File: config.mk
export PLATFORM = sky130hd
export DESIGN_NAME = adc_offset_conv_ctrl
export DESIGN_NICKNAME = d
export VERILOG_FILES = /design/src/rtl/adc_ctl_pkg.sv /design/src/rtl/acq_regs.sv /design/src/rtl/acq_offset_sat.sv /design/src/rtl/acq_result_buf.sv /design/src/rtl/acq_conv_fsm.sv /design/src/rtl/adc_offset_conv_ctrl.sv
export SDC_FILE = /design/constraint.sdc
export NUM_CORES = 1
export LEC_CHECK = 0
export BUFFER_PORTS_ARGS = -buffer_cell sky130_fd_sc_hd__buf_4
export CORE_ASPECT_RATIO = 0.9
export CORE_MARGIN = 2
export CORE_UTILIZATION = 30
export DETAILED_ROUTE_END_ITERATION = 6
export SKIP_CTS_REPAIR_TIMING = 1
export SLEW_MARGIN = 10
export SYNTH_ARGS = -nofsm -noshare
export SYNTH_HDL_FRONTEND = slang
export SYNTH_HIERARCHICAL = 1
export SYNTH_SLANG_ARGS = --single-unit
File: constraint.sdc
create_clock -name clk -period 24.5 [get_ports clk]
set_input_delay 1.225 -clock clk [delete_from_list [all_inputs] [get_ports clk]]
set_output_delay 1.225 -clock clk [all_outputs]
set_load 0.02 [all_outputs]
File: src/rtl/adc_ctl_pkg.sv
`timescale 1ns/1ps
package adc_ctl_pkg;
  localparam int FIELD_W = 5;
  localparam int REG_W   = 16;

  typedef struct packed {
    logic               rsv_hi;
    logic [1:0]         gain;
    logic [FIELD_W-1:0] alt_loc;
    logic [1:0]         rsv_mid;
    logic               diff;
    logic [FIELD_W-1:0] chan;
  } cfg_word_t;

  typedef enum logic [1:0] {
    REG_CTRL = 2'd0,
    REG_STAT = 2'd1,
    REG_DATA = 2'd2,
    REG_OFFS = 2'd3
  } reg_sel_e;

  typedef enum logic [1:0] {
    ST_IDLE  = 2'd0,
    ST_REQ   = 2'd1,
    ST_WAIT  = 2'd2,
    ST_STORE = 2'd3
  } conv_state_e;
endpackage

File: src/rtl/acq_regs.sv
`timescale 1ns/1ps
module acq_regs
  import adc_ctl_pkg::*;
#(
  parameter int RAW_W        = 13,
  parameter int NUM_LOC      = 25,
  parameter int OFFSET_RESET = -3
) (
  input  logic                    clk,
  input  logic                    rst_n,
  input  logic                    wr_en,
  input  logic [1:0]              wr_addr,
  input  logic [REG_W-1:0]        wr_data,
  output logic                    start_req,
  output logic                    start_ovr,
  output logic                    loc_ovr,
  output logic                    cfg_sel,
  output logic [FIELD_W-1:0]      idx,
  output logic signed [RAW_W-1:0] offset,
  output cfg_word_t               cfg_word
);
  localparam logic [FIELD_W-1:0] LAST_IDX = FIELD_W'(NUM_LOC - 1);

  logic                    wr_ctrl, wr_stat, wr_data_sel, wr_offs;
  logic                    loc_ovr_q, loc_ovr_d;
  logic                    cfg_sel_q, cfg_sel_d;
  logic [FIELD_W-1:0]      idx_q, idx_d;
  logic signed [RAW_W-1:0] off_q, off_d;
  logic [NUM_LOC-1:0]      cfg_we;
  cfg_word_t               cfg_q [NUM_LOC];

  assign wr_ctrl     = wr_en && (wr_addr == REG_CTRL);
  assign wr_stat     = wr_en && (wr_addr == REG_STAT);
  assign wr_data_sel = wr_en && (wr_addr == REG_DATA);
  assign wr_offs     = wr_en && (wr_addr == REG_OFFS);

  always_comb begin
    loc_ovr_d = loc_ovr_q;
    cfg_sel_d = cfg_sel_q;
    idx_d     = idx_q;
    off_d     = off_q;
    if (wr_ctrl) loc_ovr_d = wr_data[1];
    if (wr_stat) begin
      cfg_sel_d = wr_data[FIELD_W];
      idx_d     = wr_data[FIELD_W-1:0];
    end
    if (wr_offs) off_d = wr_data[RAW_W-1:0];
  end

  always_ff @(posedge clk or negedge rst_n) begin
    if (!rst_n) begin
      loc_ovr_q <= 1'b0;
      cfg_sel_q <= 1'b0;
      idx_q     <= '0;
      off_q     <= RAW_W'(OFFSET_RESET);
    end else begin
      loc_ovr_q <= loc_ovr_d;
      cfg_sel_q <= cfg_sel_d;
      idx_q     <= idx_d;
      off_q     <= off_d;
    end
  end

  for (genvar i = 0; i < NUM_LOC; i++) begin : g_cfg
    assign cfg_we[i] = wr_data_sel && cfg_sel_q && (idx_q == FIELD_W'(i));
    always_ff @(posedge clk or negedge rst_n) begin
      if (!rst_n)         cfg_q[i] <= '0;
      else if (cfg_we[i]) cfg_q[i] <= cfg_word_t'(wr_data);
    end
  end

  assign cfg_word  = (idx_q <= LAST_IDX) ? cfg_q[idx_q] : '0;
  assign start_req = wr_ctrl && wr_data[0];
  assign start_ovr = loc_ovr_d;
  assign loc_ovr   = loc_ovr_q;
  assign cfg_sel   = cfg_sel_q;
  assign idx       = idx_q;
  assign offset    = off_q;
endmodule

File: src/rtl/acq_offset_sat.sv
`timescale 1ns/1ps
module acq_offset_sat #(
  parameter int RAW_W = 13
) (
  input  logic [RAW_W-1:0]        raw,
  input  logic signed [RAW_W-1:0] offset,
  output logic [RAW_W-1:0]        corrected
);
  localparam int SUM_W = RAW_W + 2;

  logic signed [SUM_W-1:0] raw_ext, off_ext, sum;

  assign raw_ext = $signed({2'b00, raw});
  assign off_ext = $signed({{2{offset[RAW_W-1]}}, offset});
  assign sum     = raw_ext + off_ext;

  always_comb begin
    if (sum[SUM_W-1])      corrected = '0;
    else if (sum[RAW_W])   corrected = '1;
    else                   corrected = sum[RAW_W-1:0];
  end
endmodule

File: src/rtl/acq_result_buf.sv
`timescale 1ns/1ps
module acq_result_buf
  import adc_ctl_pkg::*;
#(
  parameter int RAW_W   = 13,
  parameter int NUM_LOC = 25
) (
  input  logic               clk,
  input  logic               rst_n,
  input  logic               we,
  input  logic [FIELD_W-1:0] waddr,
  input  logic [RAW_W-1:0]   wdata,
  input  logic [FIELD_W-1:0] raddr,
  output logic [RAW_W-1:0]   rdata
);
  localparam logic [FIELD_W-1:0] LAST_LOC = FIELD_W'(NUM_LOC - 1);

  logic [RAW_W-1:0]   slot_q [NUM_LOC];
  logic [NUM_LOC-1:0] slot_we;

  for (genvar i = 0; i < NUM_LOC; i++) begin : g_slot
    assign slot_we[i] = we && (waddr == FIELD_W'(i));
    always_ff @(posedge clk or negedge rst_n) begin
      if (!rst_n)          slot_q[i] <= '0;
      else if (slot_we[i]) slot_q[i] <= wdata;
    end
  end

  assign rdata = (raddr <= LAST_LOC) ? slot_q[raddr] : '0;
endmodule

File: src/rtl/acq_conv_fsm.sv
`timescale 1ns/1ps
module acq_conv_fsm
  import adc_ctl_pkg::*;
#(
  parameter int RAW_W   = 13,
  parameter int NUM_LOC = 25
) (
  input  logic                    clk,
  input  logic                    rst_n,
  input  logic                    start_req,
  input  logic                    start_ovr,
  input  logic [FIELD_W-1:0]      cfg_chan,
  input  logic [FIELD_W-1:0]      cfg_alt,
  input  logic                    cfg_diff,
  input  logic [1:0]              cfg_gain,
  input  logic signed [RAW_W-1:0] offset,
  input  logic [RAW_W-1:0]        sample,
  input  logic                    sample_valid,
  output logic                    busy,
  output logic                    done,
  output logic                    adc_start,
  output logic [FIELD_W-1:0]      adc_chan,
  output logic                    adc_diff,
  output logic [1:0]              adc_gain,
  output logic                    adc_gnd_sel,
  output logic                    buf_we,
  output logic [FIELD_W-1:0]      buf_addr,
  output logic [RAW_W-1:0]        buf_data
);
  localparam logic [FIELD_W-1:0] LAST_LOC = FIELD_W'(NUM_LOC - 1);
  localparam logic [FIELD_W-1:0] GND_CHAN = FIELD_W'(NUM_LOC);

  conv_state_e        state_q, state_d;
  logic [FIELD_W-1:0] chan_q, chan_d;
  logic               diff_q, diff_d;
  logic [1:0]         gain_q, gain_d;
  logic [FIELD_W-1:0] slot_q, slot_d;
  logic               slot_ok_q, slot_ok_d;
  logic [RAW_W-1:0]   res_q, res_d;
  logic               done_q, done_d;
  logic [RAW_W-1:0]   corrected;

  acq_offset_sat #(.RAW_W(RAW_W)) u_sat (
    .raw       (sample),
    .offset    (offset),
    .corrected (corrected)
  );

  always_comb begin
    state_d   = state_q;
    chan_d    = chan_q;
    diff_d    = diff_q;
    gain_d    = gain_q;
    slot_d    = slot_q;
    slot_ok_d = slot_ok_q;
    res_d     = res_q;
    done_d    = 1'b0;
    case (state_q)
      ST_IDLE: begin
        if (start_req) begin
          state_d   = ST_REQ;
          chan_d    = cfg_chan;
          diff_d    = cfg_diff;
          gain_d    = cfg_gain;
          slot_d    = start_ovr ? cfg_alt : cfg_chan;
          slot_ok_d = (slot_d <= LAST_LOC);
        end
      end
      ST_REQ: state_d = ST_WAIT;
      ST_WAIT: begin
        if (sample_valid) begin
          res_d   = corrected;
          state_d = ST_STORE;
        end
      end
      ST_STORE: begin
        state_d = ST_IDLE;
        done_d  = 1'b1;
      end
      default: state_d = ST_IDLE;
    endcase
  end

  always_ff @(posedge clk or negedge rst_n) begin
    if (!rst_n) begin
      state_q   <= ST_IDLE;
      chan_q    <= '0;
      diff_q    <= 1'b0;
      gain_q    <= '0;
      slot_q    <= '0;
      slot_ok_q <= 1'b0;
      res_q     <= '0;
      done_q    <= 1'b0;
    end else begin
      state_q   <= state_d;
      chan_q    <= chan_d;
      diff_q    <= diff_d;
      gain_q    <= gain_d;
      slot_q    <= slot_d;
      slot_ok_q <= slot_ok_d;
      res_q     <= res_d;
      done_q    <= done_d;
    end
  end

  assign busy        = (state_q != ST_IDLE);
  assign done        = done_q;
  assign adc_start   = (state_q == ST_REQ);
  assign adc_chan    = chan_q;
  assign adc_diff    = diff_q;
  assign adc_gain    = gain_q;
  assign adc_gnd_sel = (chan_q == GND_CHAN);
  assign buf_we      = (state_q == ST_STORE) && slot_ok_q;
  assign buf_addr    = slot_q;
  assign buf_data    = res_q;
endmodule

File: src/rtl/adc_offset_conv_ctrl.sv
`timescale 1ns/1ps
module adc_offset_conv_ctrl
  import adc_ctl_pkg::*;
#(
  parameter int RAW_W        = 13,
  parameter int NUM_LOC      = 25,
  parameter int OFFSET_RESET = -3
) (
  input  logic             clk,
  input  logic             rst_n,
  input  logic             reg_wr_en,
  input  logic [1:0]       reg_wr_addr,
  input  logic [15:0]      reg_wr_data,
  input  logic [1:0]       reg_rd_addr,
  output logic [15:0]      reg_rd_data,
  output logic             conv_busy,
  output logic             conv_done,
  output logic             adc_start,
  output logic [4:0]       adc_chan,
  output logic             adc_diff,
  output logic [1:0]       adc_gain,
  output logic             adc_gnd_sel,
  input  logic [12:0]      adc_sample,
  input  logic             adc_sample_valid
);
  localparam int PAD_W  = REG_W - RAW_W;
  localparam int STAT_W = REG_W - FIELD_W - 1;

  logic [1:0]              rst_sync_q;
  logic                    rst_core_n;
  logic                    start_req, start_ovr, loc_ovr, cfg_sel;
  logic [FIELD_W-1:0]      idx;
  logic signed [RAW_W-1:0] offset;
  cfg_word_t               cfg_word;
  logic                    buf_we;
  logic [FIELD_W-1:0]      buf_addr;
  logic [RAW_W-1:0]        buf_wdata, buf_rdata;

  always_ff @(posedge clk or negedge rst_n) begin
    if (!rst_n) rst_sync_q <= 2'b00;
    else        rst_sync_q <= {rst_sync_q[0], 1'b1};
  end
  assign rst_core_n = rst_sync_q[1];

  acq_regs #(
    .RAW_W(RAW_W), .NUM_LOC(NUM_LOC), .OFFSET_RESET(OFFSET_RESET)
  ) u_regs (
    .clk       (clk),
    .rst_n     (rst_core_n),
    .wr_en     (reg_wr_en),
    .wr_addr   (reg_wr_addr),
    .wr_data   (reg_wr_data),
    .start_req (start_req),
    .start_ovr (start_ovr),
    .loc_ovr   (loc_ovr),
    .cfg_sel   (cfg_sel),
    .idx       (idx),
    .offset    (offset),
    .cfg_word  (cfg_word)
  );

  acq_conv_fsm #(.RAW_W(RAW_W), .NUM_LOC(NUM_LOC)) u_fsm (
    .clk          (clk),
    .rst_n        (rst_core_n),
    .start_req    (start_req),
    .start_ovr    (start_ovr),
    .cfg_chan     (cfg_word.chan),
    .cfg_alt      (cfg_word.alt_loc),
    .cfg_diff     (cfg_word.diff),
    .cfg_gain     (cfg_word.gain),
    .offset       (offset),
    .sample       (adc_sample),
    .sample_valid (adc_sample_valid),
    .busy         (conv_busy),
    .done         (conv_done),
    .adc_start    (adc_start),
    .adc_chan     (adc_chan),
    .adc_diff     (adc_diff),
    .adc_gain     (adc_gain),
    .adc_gnd_sel  (adc_gnd_sel),
    .buf_we       (buf_we),
    .buf_addr     (buf_addr),
    .buf_data     (buf_wdata)
  );

  acq_result_buf #(.RAW_W(RAW_W), .NUM_LOC(NUM_LOC)) u_buf (
    .clk   (clk),
    .rst_n (rst_core_n),
    .we    (buf_we),
    .waddr (buf_addr),
    .wdata (buf_wdata),
    .raddr (idx),
    .rdata (buf_rdata)
  );

  always_comb begin
    case (reg_rd_addr)
      REG_CTRL: reg_rd_data = {{(REG_W-2){1'b0}}, loc_ovr, conv_busy};
      REG_STAT: reg_rd_data = {{STAT_W{1'b0}}, cfg_sel, idx};
      REG_DATA: reg_rd_data = cfg_sel ? REG_W'(cfg_word)
                                      : {{PAD_W{1'b0}}, buf_rdata};
      default:  reg_rd_data = {{PAD_W{offset[RAW_W-1]}}, offset};
    endcase
  end
endmodule

==> flow_summary.yaml <==
run_status:
  status: "completed"
logic_synthesis:
  synth_top_family_by_area: "multiplexers"
  synth_nets: 2672
  synth_top_area_share_pct: 51.2
  synth_mux_area_share_pct: 34.1
  syn_avg_cell_area_um2: 14.3
  synth_area_leaders: "dfrtp_1, mux2_2, mux2i_1"
  synth-simple-area-share_pct: 4.13
  synthArstFlopShare_pct: 100
  yosysUniqueCellTypes: 85
  synth_seq_cells: 777
  synth-xor-area-share_pct: 0.258
  seq_area_frac_synth_pct: 52.1
  synth-compound-area-share_pct: 5.44
  synth-edff-count: 0
  syn-instance-count: 2616
  synth_warnings: 6
  netlist_area_um2: 37400
  synthFlopType: "dfrtp_1"
  synth_area_leader_cell: "dfrtp_1"
  synth-adder-area-share_pct: 0.656
pwr:
  power.leakage_nw: 20.1
  cellPowerDensity_nw_per_um2: 87.3
  vdd_drop_max_mv: 0.0576
  total_power_mw: 3.67
finish:
  drive_gt1_share_pct: 46.3
  final_util_pct: 34.1
  layout_commonest_cell: "mux2_2"
  area_growth_pct: 12.6
  nets: 2663
  layout_common_cells: "mux2_2, dfrtp_1, mux2i_1, buf_4, clkbuf_16"
min_path:
  min_path_type: "input pin to async pin"
floorplan:
  die-width_um: 376
  fp.dieH_um: 339
  initial_core_util_pct: 30.3
  die_area_um2: 127000
  io_pins: 65
  core_um2: 123000
  row_count: 122
cts:
  clk_pin_slew_worst_paths_ps: 60
  worstSkewPairLatency_ps: 640
  cts_tree: "done"
  clock_sinks: 777
  clockBufferDepth: 3
  cts-root-buf: "clkbuf_16"
  h-tree-depth: 3
  cts_buffers: 87
routing:
  wl_per_cell_um: 23.7
  drtIter0Drc: 1518
  final_antenna_net_count: 0
  via_per_inst: 5.19
  via_count: 22256
  drtPass1Iterations: 5
  route.detailed.drc: 0
  wl_mm: 102
critical_path:
  path_max_fanout: 105
  path_delay_family: "buffers and inverters"
  worst_setup_path_start_kind: "flop"
  cp-end-kind: "primary output"
  cp_data_arrival_time_ps: 4980
  crit_type: "flop to primary output"
  crit_chain: "buf_12 -> buf_4 -> o31ai_1 -> nand2_1 -> o221ai_1 -> nor2b_1 -> a211oi_1 -> o21ai_0 -> buf_4"
  crit_top_cell: "buf_4"
  required_ps: 23270
  slowest_stage: "buf_4"
  critPathBufInv: 3
  slowest_delay_ps: 930
timing:
  max_freq_mhz: 161
  rsz0062_at_grt: "no"
  hold_viol: 0
  max_slew.worst_pin.slew_ps: 1270
  slew_headroom_pct: 15.4
  slew_violations: 0
  skew_ps: 24.3
  hold_slack_ps: 346
  setup_viol: 0
  fin_crit_sh_pct: 25.3
  period_needed_ps: 6210
  finalSetupTns_ps: 0
grt:
  grt_pass1_wl_mm: 154
  grt_max_degree: 148
  grt_usage_pct: 15.9
  grt_pass1_vias: 22541
  antenna_found_initial: 10
  grt.overflow.total: 0
placed_design:
  gp_congestion: 0.796
  portBuffers: 64
  hpwl_mm: 64.5
run:
  cap_violations: 0
-- cell families after synthesis --
group                    Yosys count
AND/OR/NAND/NOR                  249
AO/OA/AOI/OAI                    263
adder cells (fa/ha/maj)           19
other                              1
XOR/XNOR                          11
flip-flops                       777
multiplexers                    1069
buffers and inverters            227
-- cell usage after synthesis (16+ instances only) --
cell / instances
a21oi_1: 33
a221o_1: 16
a22oi_1: 66
a31oi_1: 16
buf_2: 71
buf_4: 30
buf_6: 23
clkbuf_1: 84
dfrtp_1: 765
ha_1: 18
mux2_1: 19
mux2_2: 829
mux2i_1: 138
mux4_2: 61
nand2_1: 57
nand2b_1: 25
nand3_1: 32
nor2_1: 39
nor2b_1: 16
o21ai_0: 23
-- final timing paths --
kind,from,endpoint,slack [ps],cells past startpoint
max,u_regs/idx[0]$_DFFE_PN0P_,reg_rd_data[4],18290,9
min,rst_n,rst_sync_q[1]$_DFF_PN0_,350,1
max reg2reg,u_regs/idx[1]$_DFFE_PN0P_,u_fsm/slot_ok_q$_DFFE_PN0P_,20580,8
min reg2reg,rst_sync_q[0]$_DFF_PN0_,rst_sync_q[1]$_DFF_PN0_,350,0
max in group asynchronous,rst_sync_q[1]$_DFF_PN0_,u_regs/cfg_q[75]$_DFFE_PN0P_,21150,3
min in group clk,rst_sync_q[0]$_DFF_PN0_,rst_sync_q[1]$_DFF_PN0_,350,0
-- worst reg2reg max path, delay by kind of cell (launching register included) --
family,cells,cell delay [ps]
AND/OR/NAND/NOR,1,340
flip-flops,1,800
buffers and inverters,1,790
multiplexers,1,450
AO/OA/AOI/OAI,5,1460
-- where the power goes --
group	switching (mW)	total [mW]	internal (mW)	leakage [nW]
clock	0.530	1.33	0.798	1.43
combinational	0.398	0.729	0.332	8.04
sequential	0.187	1.61	1.43	10.7
-- area by class of cell --
cell class              count  area (um^2)
repair buffers            115          913
diodes                      3         7.51
well taps                1612         2020
inverters                  14         52.6
clock inverters            24          333
fillers                 12009        81300
flip-flops and latches    777        19500
clock buffers             131         2570
multi-input cells        1612        16700
-- registers in the layout, summed over array words and instances, names as in the netlist, 5 cells and up --
signal,count
u_regs/cfg_q,400
u_buf/slot_q,325
u_fsm/buf_data,13
u_regs/offset,13
u_fsm/adc_chan,5
u_fsm/buf_addr,5
u_regs/idx,5
-- through the flow --
step                      instance area [um^2]  setup WS [ps]  cells
after floorplan                          37400           1260   2616
after global placement                   39200          18950   4130
after detailed placement                 39200          18970   4130
after CTS                                42100          18270   4285
after global routing                     42100          17950   4285
final                                    42100          18290   4288
-- routing by layer --
layer / GRT usage, % / vias to the layer above / wire length, um
met5: 0 / - / 0
met4: 3.60 / 0 / 1970
met3: 3.08 / 124 / 6350
met2: 22.7 / 550 / 43100
met1: 24.4 / 11828 / 50400
li1: - / 9754 / -
No activity file was read; power rests on OpenSTA's default activity.
